<file path="config.mk">
export PLATFORM = sky130hd
export DESIGN_NAME = btn_pwm
export DESIGN_NICKNAME = d
export VERILOG_FILES = /design/src/rtl/btn_pwm_pkg.sv /design/src/rtl/btn_pwm_sync.sv /design/src/rtl/btn_pwm_poll.sv /design/src/rtl/btn_pwm_duty.sv /design/src/rtl/btn_pwm_wave.sv /design/src/rtl/btn_pwm.sv
export SDC_FILE = /design/constraint.sdc
export NUM_CORES = 1
export LEC_CHECK = 0
export BUFFER_PORTS_ARGS = -buffer_cell sky130_fd_sc_hd__clkbuf_2
export CAP_MARGIN = 5
export CORE_MARGIN = 10
export CORE_UTILIZATION = 30
export DETAILED_ROUTE_END_ITERATION = 8
export PLACE_DENSITY = 0.46
export SLEW_MARGIN = 20
export SYNTH_ARGS = -nofsm -noshare
export SYNTH_HDL_FRONTEND = slang
export SYNTH_SLANG_ARGS = --single-unit
</file>
<file path="constraint.sdc">
create_clock -name clk -period 2.7 [get_ports clk]
set_clock_uncertainty 0.15 [all_clocks]
set_input_delay 0 -clock clk [delete_from_list [all_inputs] [get_ports clk]]
set_output_delay 0 -clock clk [all_outputs]
set_load 0.05 [all_outputs]
</file>
<file path="src/rtl/btn_pwm_pkg.sv">
package btn_pwm_pkg;

   // action chosen at a poll strobe; raise outranks lower
   typedef enum logic [1:0] {
      STEP_HOLD = 2'd0,
      STEP_UP   = 2'd1,
      STEP_DOWN = 2'd2
   } step_e;

   // index of each button in the synchroniser array
   localparam int unsigned BTN_UP = 0;
   localparam int unsigned BTN_DN = 1;
   localparam int unsigned N_BTN  = 2;

endpackage

</file>
<file path="src/rtl/btn_pwm_sync.sv">
module btn_pwm_sync #(
   parameter int unsigned STAGES = 2
) (
   input  logic clk,
   input  logic rst_n,
   input  logic d_in,
   output logic q_out
);

   logic [STAGES-1:0] chain_q;

   // released level (high) during reset so no spurious press is seen
   always_ff @(posedge clk or negedge rst_n) begin
      if (!rst_n) chain_q <= '1;
      else        chain_q <= {chain_q[STAGES-2:0], d_in};
   end

   assign q_out = chain_q[STAGES-1];

endmodule

</file>
<file path="src/rtl/btn_pwm_poll.sv">
module btn_pwm_poll #(
   parameter int unsigned POLL_TICKS = 50000
) (
   input  logic clk,
   input  logic rst_n,
   input  logic tick,
   output logic poll
);

   localparam int unsigned DIV_W = (POLL_TICKS > 1) ? $clog2(POLL_TICKS) : 1;

   generate
      if (POLL_TICKS == 1) begin : g_every_tick
         assign poll = tick;
      end else begin : g_divide
         logic [DIV_W-1:0] div_q;
         logic             last;

         assign last = (div_q == DIV_W'(POLL_TICKS - 1));

         always_ff @(posedge clk or negedge rst_n) begin
            if (!rst_n)    div_q <= '0;
            else if (tick) div_q <= last ? '0 : div_q + 1'b1;
         end

         assign poll = tick && last;
      end
   endgenerate

endmodule

</file>
<file path="src/rtl/btn_pwm_duty.sv">
module btn_pwm_duty
   import btn_pwm_pkg::*;
#(
   parameter int unsigned DUTY_W    = 5,
   parameter int unsigned DUTY_INIT = 10,
   parameter int unsigned DUTY_MIN  = 3,
   parameter int unsigned DUTY_MAX  = 19
) (
   input  logic              clk,
   input  logic              rst_n,
   input  logic              poll,
   input  logic              up_n,
   input  logic              dn_n,
   output logic [DUTY_W-1:0] duty
);

   step_e step;

   always_comb begin
      if (!up_n)      step = STEP_UP;
      else if (!dn_n) step = STEP_DOWN;
      else            step = STEP_HOLD;
   end

   always_ff @(posedge clk or negedge rst_n) begin
      if (!rst_n) begin
         duty <= DUTY_W'(DUTY_INIT);
      end else if (poll) begin
         case (step)
            STEP_UP:   if (duty < DUTY_W'(DUTY_MAX)) duty <= duty + 1'b1;
            STEP_DOWN: if (duty > DUTY_W'(DUTY_MIN)) duty <= duty - 1'b1;
            default:   ;
         endcase
      end
   end

endmodule

</file>
<file path="src/rtl/btn_pwm_wave.sv">
module btn_pwm_wave #(
   parameter int unsigned PERIOD    = 20,
   parameter int unsigned CNT_W     = 5,
   parameter int unsigned DUTY_W    = 5,
   parameter int unsigned DUTY_INIT = 10
) (
   input  logic              clk,
   input  logic              rst_n,
   input  logic              tick,
   input  logic [DUTY_W-1:0] duty_in,
   output logic              pwm,
   output logic [CNT_W-1:0]  cnt,
   output logic [DUTY_W-1:0] act
);

   logic [CNT_W-1:0]  cnt_q, cnt_d;
   logic [DUTY_W-1:0] act_q, act_d;
   logic              pwm_q;
   logic              wrap;

   assign wrap = (cnt_q == CNT_W'(PERIOD - 1));

   // the compare value is taken over only as a new period begins
   always_comb begin
      cnt_d = cnt_q;
      act_d = act_q;
      if (tick) begin
         if (wrap) begin
            cnt_d = '0;
            act_d = duty_in;
         end else begin
            cnt_d = cnt_q + 1'b1;
         end
      end
   end

   always_ff @(posedge clk or negedge rst_n) begin
      if (!rst_n) begin
         cnt_q <= '0;
         act_q <= DUTY_W'(DUTY_INIT);
         pwm_q <= (DUTY_INIT > 0);
      end else begin
         cnt_q <= cnt_d;
         act_q <= act_d;
         pwm_q <= (DUTY_W'(cnt_d) < act_d);
      end
   end

   assign pwm = pwm_q;
   assign cnt = cnt_q;
   assign act = act_q;

endmodule

</file>
<file path="src/rtl/btn_pwm.sv">
module btn_pwm
   import btn_pwm_pkg::*;
#(
   parameter int unsigned PERIOD      = 20,
   parameter int unsigned DUTY_INIT   = 10,
   parameter int unsigned DUTY_MIN    = 3,
   parameter int unsigned DUTY_MAX    = 19,
   parameter int unsigned POLL_TICKS  = 50000,
   parameter int unsigned SYNC_STAGES = 2,
   parameter int unsigned DUTY_W      = $clog2(PERIOD + 1)
) (
   input  logic              clk,
   input  logic              rst_n,
   input  logic              tick_1us,
   input  logic              btn_up_n,
   input  logic              btn_dn_n,
   output logic              pwm_o,
   output logic [DUTY_W-1:0] duty_o
);

   localparam int unsigned CNT_W = $clog2(PERIOD);

   // elaboration-time parameter checks
   generate
      if (PERIOD < 2) begin : g_bad_period
         $error("btn_pwm: PERIOD must be at least 2");
      end
      if (DUTY_MIN > DUTY_MAX || DUTY_MAX > PERIOD) begin : g_bad_limits
         $error("btn_pwm: need DUTY_MIN <= DUTY_MAX <= PERIOD");
      end
      if (DUTY_INIT < DUTY_MIN || DUTY_INIT > DUTY_MAX) begin : g_bad_init
         $error("btn_pwm: DUTY_INIT outside the clamp window");
      end
      if (SYNC_STAGES < 2) begin : g_bad_sync
         $error("btn_pwm: SYNC_STAGES must be at least 2");
      end
      if (POLL_TICKS < 1) begin : g_bad_poll
         $error("btn_pwm: POLL_TICKS must be at least 1");
      end
      if (DUTY_W < $clog2(PERIOD + 1) || DUTY_W < CNT_W) begin : g_bad_width
         $error("btn_pwm: DUTY_W too narrow for PERIOD");
      end
   endgenerate

   logic [N_BTN-1:0]  btn_raw_n;
   logic [N_BTN-1:0]  btn_s_n;
   logic              poll_p;
   logic [DUTY_W-1:0] duty_set;
   logic [CNT_W-1:0]  cnt_q;
   logic [DUTY_W-1:0] act_duty;

   assign btn_raw_n[BTN_UP] = btn_up_n;
   assign btn_raw_n[BTN_DN] = btn_dn_n;

   for (genvar b = 0; b < N_BTN; b++) begin : g_sync
      btn_pwm_sync #(.STAGES(SYNC_STAGES)) u_sync (
         .clk   (clk),
         .rst_n (rst_n),
         .d_in  (btn_raw_n[b]),
         .q_out (btn_s_n[b])
      );
   end

   btn_pwm_poll #(.POLL_TICKS(POLL_TICKS)) u_poll (
      .clk   (clk),
      .rst_n (rst_n),
      .tick  (tick_1us),
      .poll  (poll_p)
   );

   btn_pwm_duty #(
      .DUTY_W    (DUTY_W),
      .DUTY_INIT (DUTY_INIT),
      .DUTY_MIN  (DUTY_MIN),
      .DUTY_MAX  (DUTY_MAX)
   ) u_duty (
      .clk   (clk),
      .rst_n (rst_n),
      .poll  (poll_p),
      .up_n  (btn_s_n[BTN_UP]),
      .dn_n  (btn_s_n[BTN_DN]),
      .duty  (duty_set)
   );

   btn_pwm_wave #(
      .PERIOD    (PERIOD),
      .CNT_W     (CNT_W),
      .DUTY_W    (DUTY_W),
      .DUTY_INIT (DUTY_INIT)
   ) u_wave (
      .clk     (clk),
      .rst_n   (rst_n),
      .tick    (tick_1us),
      .duty_in (duty_set),
      .pwm     (pwm_o),
      .cnt     (cnt_q),
      .act     (act_duty)
   );

   assign duty_o = duty_set;

endmodule

</file>
---- Yosys cells after proc, flatten, opt, wreduce, memory -nomap -nowiden ----
Index checks and enable logic that the tools add are counted.
storage, ports and cells
  bits in registers ....................... 36
  output and inout port bits .............. 6
cells by class
  mux-type cells .......................... 10
  reductions and logical operators ........ 3
  eq/ne operators ......................... 6
  add/sub/neg operators ................... 4
  order comparisons ....................... 3
operator list
  operator                                                       number
  two-way mux 5 bit                                              6
  adder 16 x 1 -> 16 bit, second input constant                  1
  equality test 16 bit, second input constant                    1
  two-way mux 16 bit                                             1
  adder 5 x 1 -> 5 bit, second input constant                    2
  one-hot mux 5 bit (2 select lines)                             1
  equality test 5 bit, second input constant                     1
  greater-than comparator 5 x 2 -> 1 bit, second input constant  1
  < comparator 5 bit                                             1
  < comparator 5 bit, second input constant                      1
  subtractor 5 x 1 -> 5 bit, second input constant               1
  two-way mux 2 bit                                              2
  inequality test 2 x 1 -> 1 bit, second input constant          2
  AND reduction 4 bit                                            1
  equality test 2 x 1 -> 1 bit, second input constant            1
  equality test 2 bit, second input constant                     1
  nonzero test 2 bit                                             1
  logical AND 1 bit                                              1

---- Depth between registers and ports, before layout ----
  word-level depth ........................ 5
  gate-level depth with buffers ........... 9

---- By module ----
From an unflattened synthesis, not the netlist that was laid out.
second synthesis, totals
  cells, all modules ...................... 173
  area, all modules ....................... 1961.9 µm²
by module, submodules not included
  module        instances  cells each  sequential area each (µm²)  area an instance (µm²)
  btn_pwm_poll  1          83          400.4                       823.3
  btn_pwm_wave  1          51          279.0                       636.9
  btn_pwm_duty  1          35          127.6                       396.6
  btn_pwm_sync  2          2           52.6                        52.6

---- Least setup slack after synthesis ----
Ideal clock, no wire load.
  path kind ............................... register -> register
  from .................................... register u_duty.duty[0]
  to ...................................... register u_duty.duty[4]
  arrival ................................. 1.914 ns
  stages on the path, launching flop included .. 8
  path buffers ............................ 0
  slack ................................... 0.493 ns
  cells stage by stage .................... dfrtp_1 inv_1 fa_1 nand2b_1 a21oi_1 xnor2_1 nand2_1 xnor2_1
between the ends
  cells in the longest elaborated chain, start to end .. 3
ends and longest elaborated chain
  what                                                                              RTL line            RTL
  start: declaration                                                                btn_pwm_duty.sv:14  output logic [DUTY_W-1:0] duty
  start signal: assignment                                                          btn_pwm_duty.sv:27  duty <= DUTY_W'(DUTY_INIT);
  start signal: assignment                                                          btn_pwm_duty.sv:30  STEP_UP: if (duty < DUTY_W'(DUTY_MAX)) duty <= duty + 1'b1;
  start signal: assignment                                                          btn_pwm_duty.sv:31  STEP_DOWN: if (duty > DUTY_W'(DUTY_MIN)) duty <= duty - 1'b1;
  subtractor 5 x 1 -> 5 bit (tied with other cells)                                 btn_pwm_duty.sv:31
  two-way mux 5 bit (tied with other cells)                                         btn_pwm_duty.sv:31
  one-hot mux 5 bit (2 select lines) / AND reduction 4 bit (equally long branches)  -
Several ways; a longest one is shown, not always the timed one. The select of a mux whose other input is x is not followed.
A chain may end at the register's enable or synchronous reset.

---- Worst setup path after layout ----
  from .................................... register u_wave.cnt_q[0] (netlist: u_wave.cnt[0])
  to ...................................... register u_wave.pwm_q (netlist: u_wave.pwm)
between the ends
  cells in the longest elaborated chain, start to end .. 4
ends and longest elaborated chain
  what                      RTL line            RTL
  start: declaration        btn_pwm_wave.sv:16  logic [CNT_W-1:0] cnt_q, cnt_d;
  start signal: assignment  btn_pwm_wave.sv:43  cnt_q <= cnt_d;
  equality test 5 bit       btn_pwm_wave.sv:21  assign wrap = (cnt_q == CNT_W'(PERIOD - 1));
  two-way mux 5 bit         btn_pwm_wave.sv:28  if (wrap) begin
  two-way mux 5 bit         btn_pwm_wave.sv:27  if (tick) begin
  net u_wave.act_d[1]       btn_pwm_wave.sv:17  logic [DUTY_W-1:0] act_q, act_d;
  < comparator 5 bit        btn_pwm_wave.sv:45  pwm_q <= (DUTY_W'(cnt_d) < act_d);
  end signal: assignment    btn_pwm_wave.sv:41  pwm_q <= (DUTY_INIT > 0);
  end signal: assignment    btn_pwm_wave.sv:45
  end: declaration          btn_pwm_wave.sv:18  logic pwm_q;
The timed path passes the listed nets, and every way through them passes these cells.

==> impl_metrics.env <==
export IMPL_fill_cells=593
export IMPL_synth_warnings=0
export IMPL_dieArea_um2=9611
export IMPL_area_delta_synth_final_pct=14.31
export IMPL_synth_cells=159
export IMPL_yosys_top_cells_area="dfrtp_1 (37%), dfstp_2 (13%), xnor2_1 (7.7%)"
export IMPL_yosysTopAreaCell="dfrtp_1"
export IMPL_place_ws_ps=381.8
export IMPL_num_nets_final=192
export IMPL_grt_pass1_wl_um=5858
export IMPL_clk_latency_ps=280
export IMPL_diodes=0
export IMPL_hpwlAfterDp_um=2448
export IMPL_worstPathArrival_ps=2380
export IMPL_critPathMaxFanout=8
export IMPL_slew_violations=0
export IMPL_core_um2=5921
export IMPL_io_buffers=10
export IMPL_cts_buffer_depth=2
export IMPL_setup_ws_ps=366.1
export IMPL_drt_wl_total_um=3326
export IMPL_synth_nets=174
export IMPL_vias=1180
export IMPL_syn_area_um2=1827
export IMPL_cp_required_ps=2750
export IMPL_initial_core_util=0.3085
export IMPL_hold_path_class="input port to flip-flop"
export IMPL_rows=28
export IMPL_synth_cell_types=37
export IMPL_overflow=0
export IMPL_async_flop_share=1.000
export IMPL_slew_headroom=0.4033
export IMPL_grt_use_total=0.07330
export IMPL_cts_made_buffers=5
export IMPL_vias_per_cell=4.664
export IMPL_drt_initial_drc_count=35
export IMPL_powerDensity_nw_per_um2=761.2
export IMPL_maxCapViolCount=0
export IMPL_synth_flop_cell="dfrtp_1"
export IMPL_root_buffer="clkbuf_8"
export IMPL_irDropWorstVdd_mv=0.4013
export IMPL_timing_setup_tns_ps=0
export IMPL_clkTransAtPathRegs_ps=70
export IMPL_wl_per_cell_um=13.15
export IMPL_status="completed"
export IMPL_synth_edf_count=0
export IMPL_drc=0
export IMPL_gp_congestion=0.7511
export IMPL_cts_tree="built"
export IMPL_worst_slew_pin_slew_ps=895.0
export IMPL_grt_max_degree=37
export IMPL_die_x_um=98.04
export IMPL_grt_pass1_vias=1254
export IMPL_max_freq_mhz=428.5
export IMPL_critPathKind="flip-flop to flip-flop"
export IMPL_leakage_nw=0.9648
export IMPL_crit_chain="ha_1 > nand2_1 > nor3_4 > mux2_2 > inv_1 > ha_1 > nand4_1 > a221oi_1 > a211oi_1"
export IMPL_layout_cells_most_common="dfrtp_1"
export IMPL_boundaryPins=11
export IMPL_antenna_found_initial=0
export IMPL_fin_crit_ps=2334
export IMPL_hold_viol=0
export IMPL_seq_area_frac_synth=0.4993
export IMPL_post_cts_repair_setup_buffers=0
export IMPL_die_h_um=98.04
export IMPL_fin_util=0.3527
export IMPL_synth_top_area_share=0.3699
export IMPL_cpPeakStageDelay_ps=400
export IMPL_first_pass_iters=4
export IMPL_layout_common_cells="dfrtp_1 (27), xnor2_1 (16), nor2_1 (15)"
export IMPL_setup_viol=0
export IMPL_critPathLaunchType="flip-flop"
export IMPL_drive_above_1_share=0.2191
export IMPL_h_tree_depth=2
export IMPL_syn_avg_cell_area_um2=11.49
export IMPL_cts_resized=0
export IMPL_period_share=0.8644
export IMPL_critPathSlowestCell="mux2_2"
export IMPL_synth_seq_cells=36
export IMPL_rsz0062_at_grt="no"
export IMPL_clkSinkCount=36
export IMPL_worst_setup_path_end_kind="flip-flop"
export IMPL_postRouteAntennaNets=0
export IMPL_cts_hold_buf=4
export IMPL_worst_hold_slack_ps=201.7
export IMPL_crit_top_cell="ha_1"
==> per-layer routing <==
layer	routed length, um	track usage	vias to the layer above
met2	1579	0.1157	12
li1	-	-	583
met5	0	0	-
met3	116	0.02537	4
met4	25	0.02908	0
met1	1604	0.08907	581
==> stage by stage <==
stage | power, W | cell area, um^2 | cells
floorplan | 0.001098 | 1827 | 159
global placement | 0.001183 | 1956 | 241
detailed placement | 0.001212 | 1956 | 241
CTS | 0.001621 | 2088 | 253
global route | 0.001719 | 2088 | 253
finish | 0.001590 | 2088 | 253
==> worst max-delay path: cells and delay by family, from the launching register on <==
kind,cells,cell delay (ps)
simple gates,3,570
mux,1,400
flops,1,390
fa+ha+maj,2,380
compound gates,2,290
buf+inv,1,60
==> sequential cells by signal (all words and copies together), names as in the netlist <==
register	cells
u_poll.g_divide.div_q	16
u_duty.duty	5
u_wave.act	5
u_wave.cnt	5
g_sync.u_sync.chain_q	4
u_wave.pwm	1
==> where the power goes <==
group / internal, W / switching [W]
registers: 0.000667 / 0.000103
clock network: 0.000203 / 0.000182
logic: 0.000198 / 0.000235
==> final cells by class <==
type | count | area (um^2) | area share
sequential | 36 | 912.1 | 0.4368
multi-input combinational | 111 | 865.8 | 0.4146
inverter | 9 | 33.78 | 0.01618
clock buffer | 6 | 82.58 | 0.03954
timing repair buffer | 14 | 90.09 | 0.04314
tap | 75 | 93.84 | 0.04494
clock inverter | 2 | 10.01 | 0.004793
==> synthesized netlist by cell type, types with 2 or more instances <==
library cell   n
dfrtp_1       27
xnor2_1       16
nor2_1        15
nand2_1       13
dfstp_2        9
ha_1           9
inv_1          9
mux2i_1        6
nand4_1        5
xor2_1         5
a21oi_1        4
and3_1         4
mux2_2         3
nand2b_1       3
a211oi_1       2
a21o_1         2
and2_1         2
clkbuf_1       2
mux2_4         2
nand3_1        2
nor3_4         2
nor3b_1        2
==> final timing paths <==
kind | startpoint | end | slack, ps | cells past startpoint
max in group asynchronous | rst_n | u_poll.g_divide.div_q[12] | 1620 | 2
max reg2reg | u_wave.cnt[0] | u_wave.pwm | 370 | 9
min reg2reg | g_sync[1].u_sync.chain_q[0] | g_sync[1].u_sync.chain_q[1] | 210 | 0
min in group asynchronous | rst_n | u_wave.cnt[4] | 220 | 2
max | u_wave.cnt[0] | u_wave.pwm | 370 | 9
min | btn_up_n | g_sync[0].u_sync.chain_q[0] | 200 | 2
==> cells by family after synthesis <==
kind of cell             share of synthesized area
AO/OA/AOI/OAI                              0.03973
flip-flops                                  0.4993
buffers and inverters                      0.02671
AND/OR/NAND/NOR                             0.1931
adder cells (fa/ha/maj)                    0.07260
XOR/XNOR                                    0.1007
multiplexers                               0.06781
Note: power is estimated with default switching activity, not from simulation.
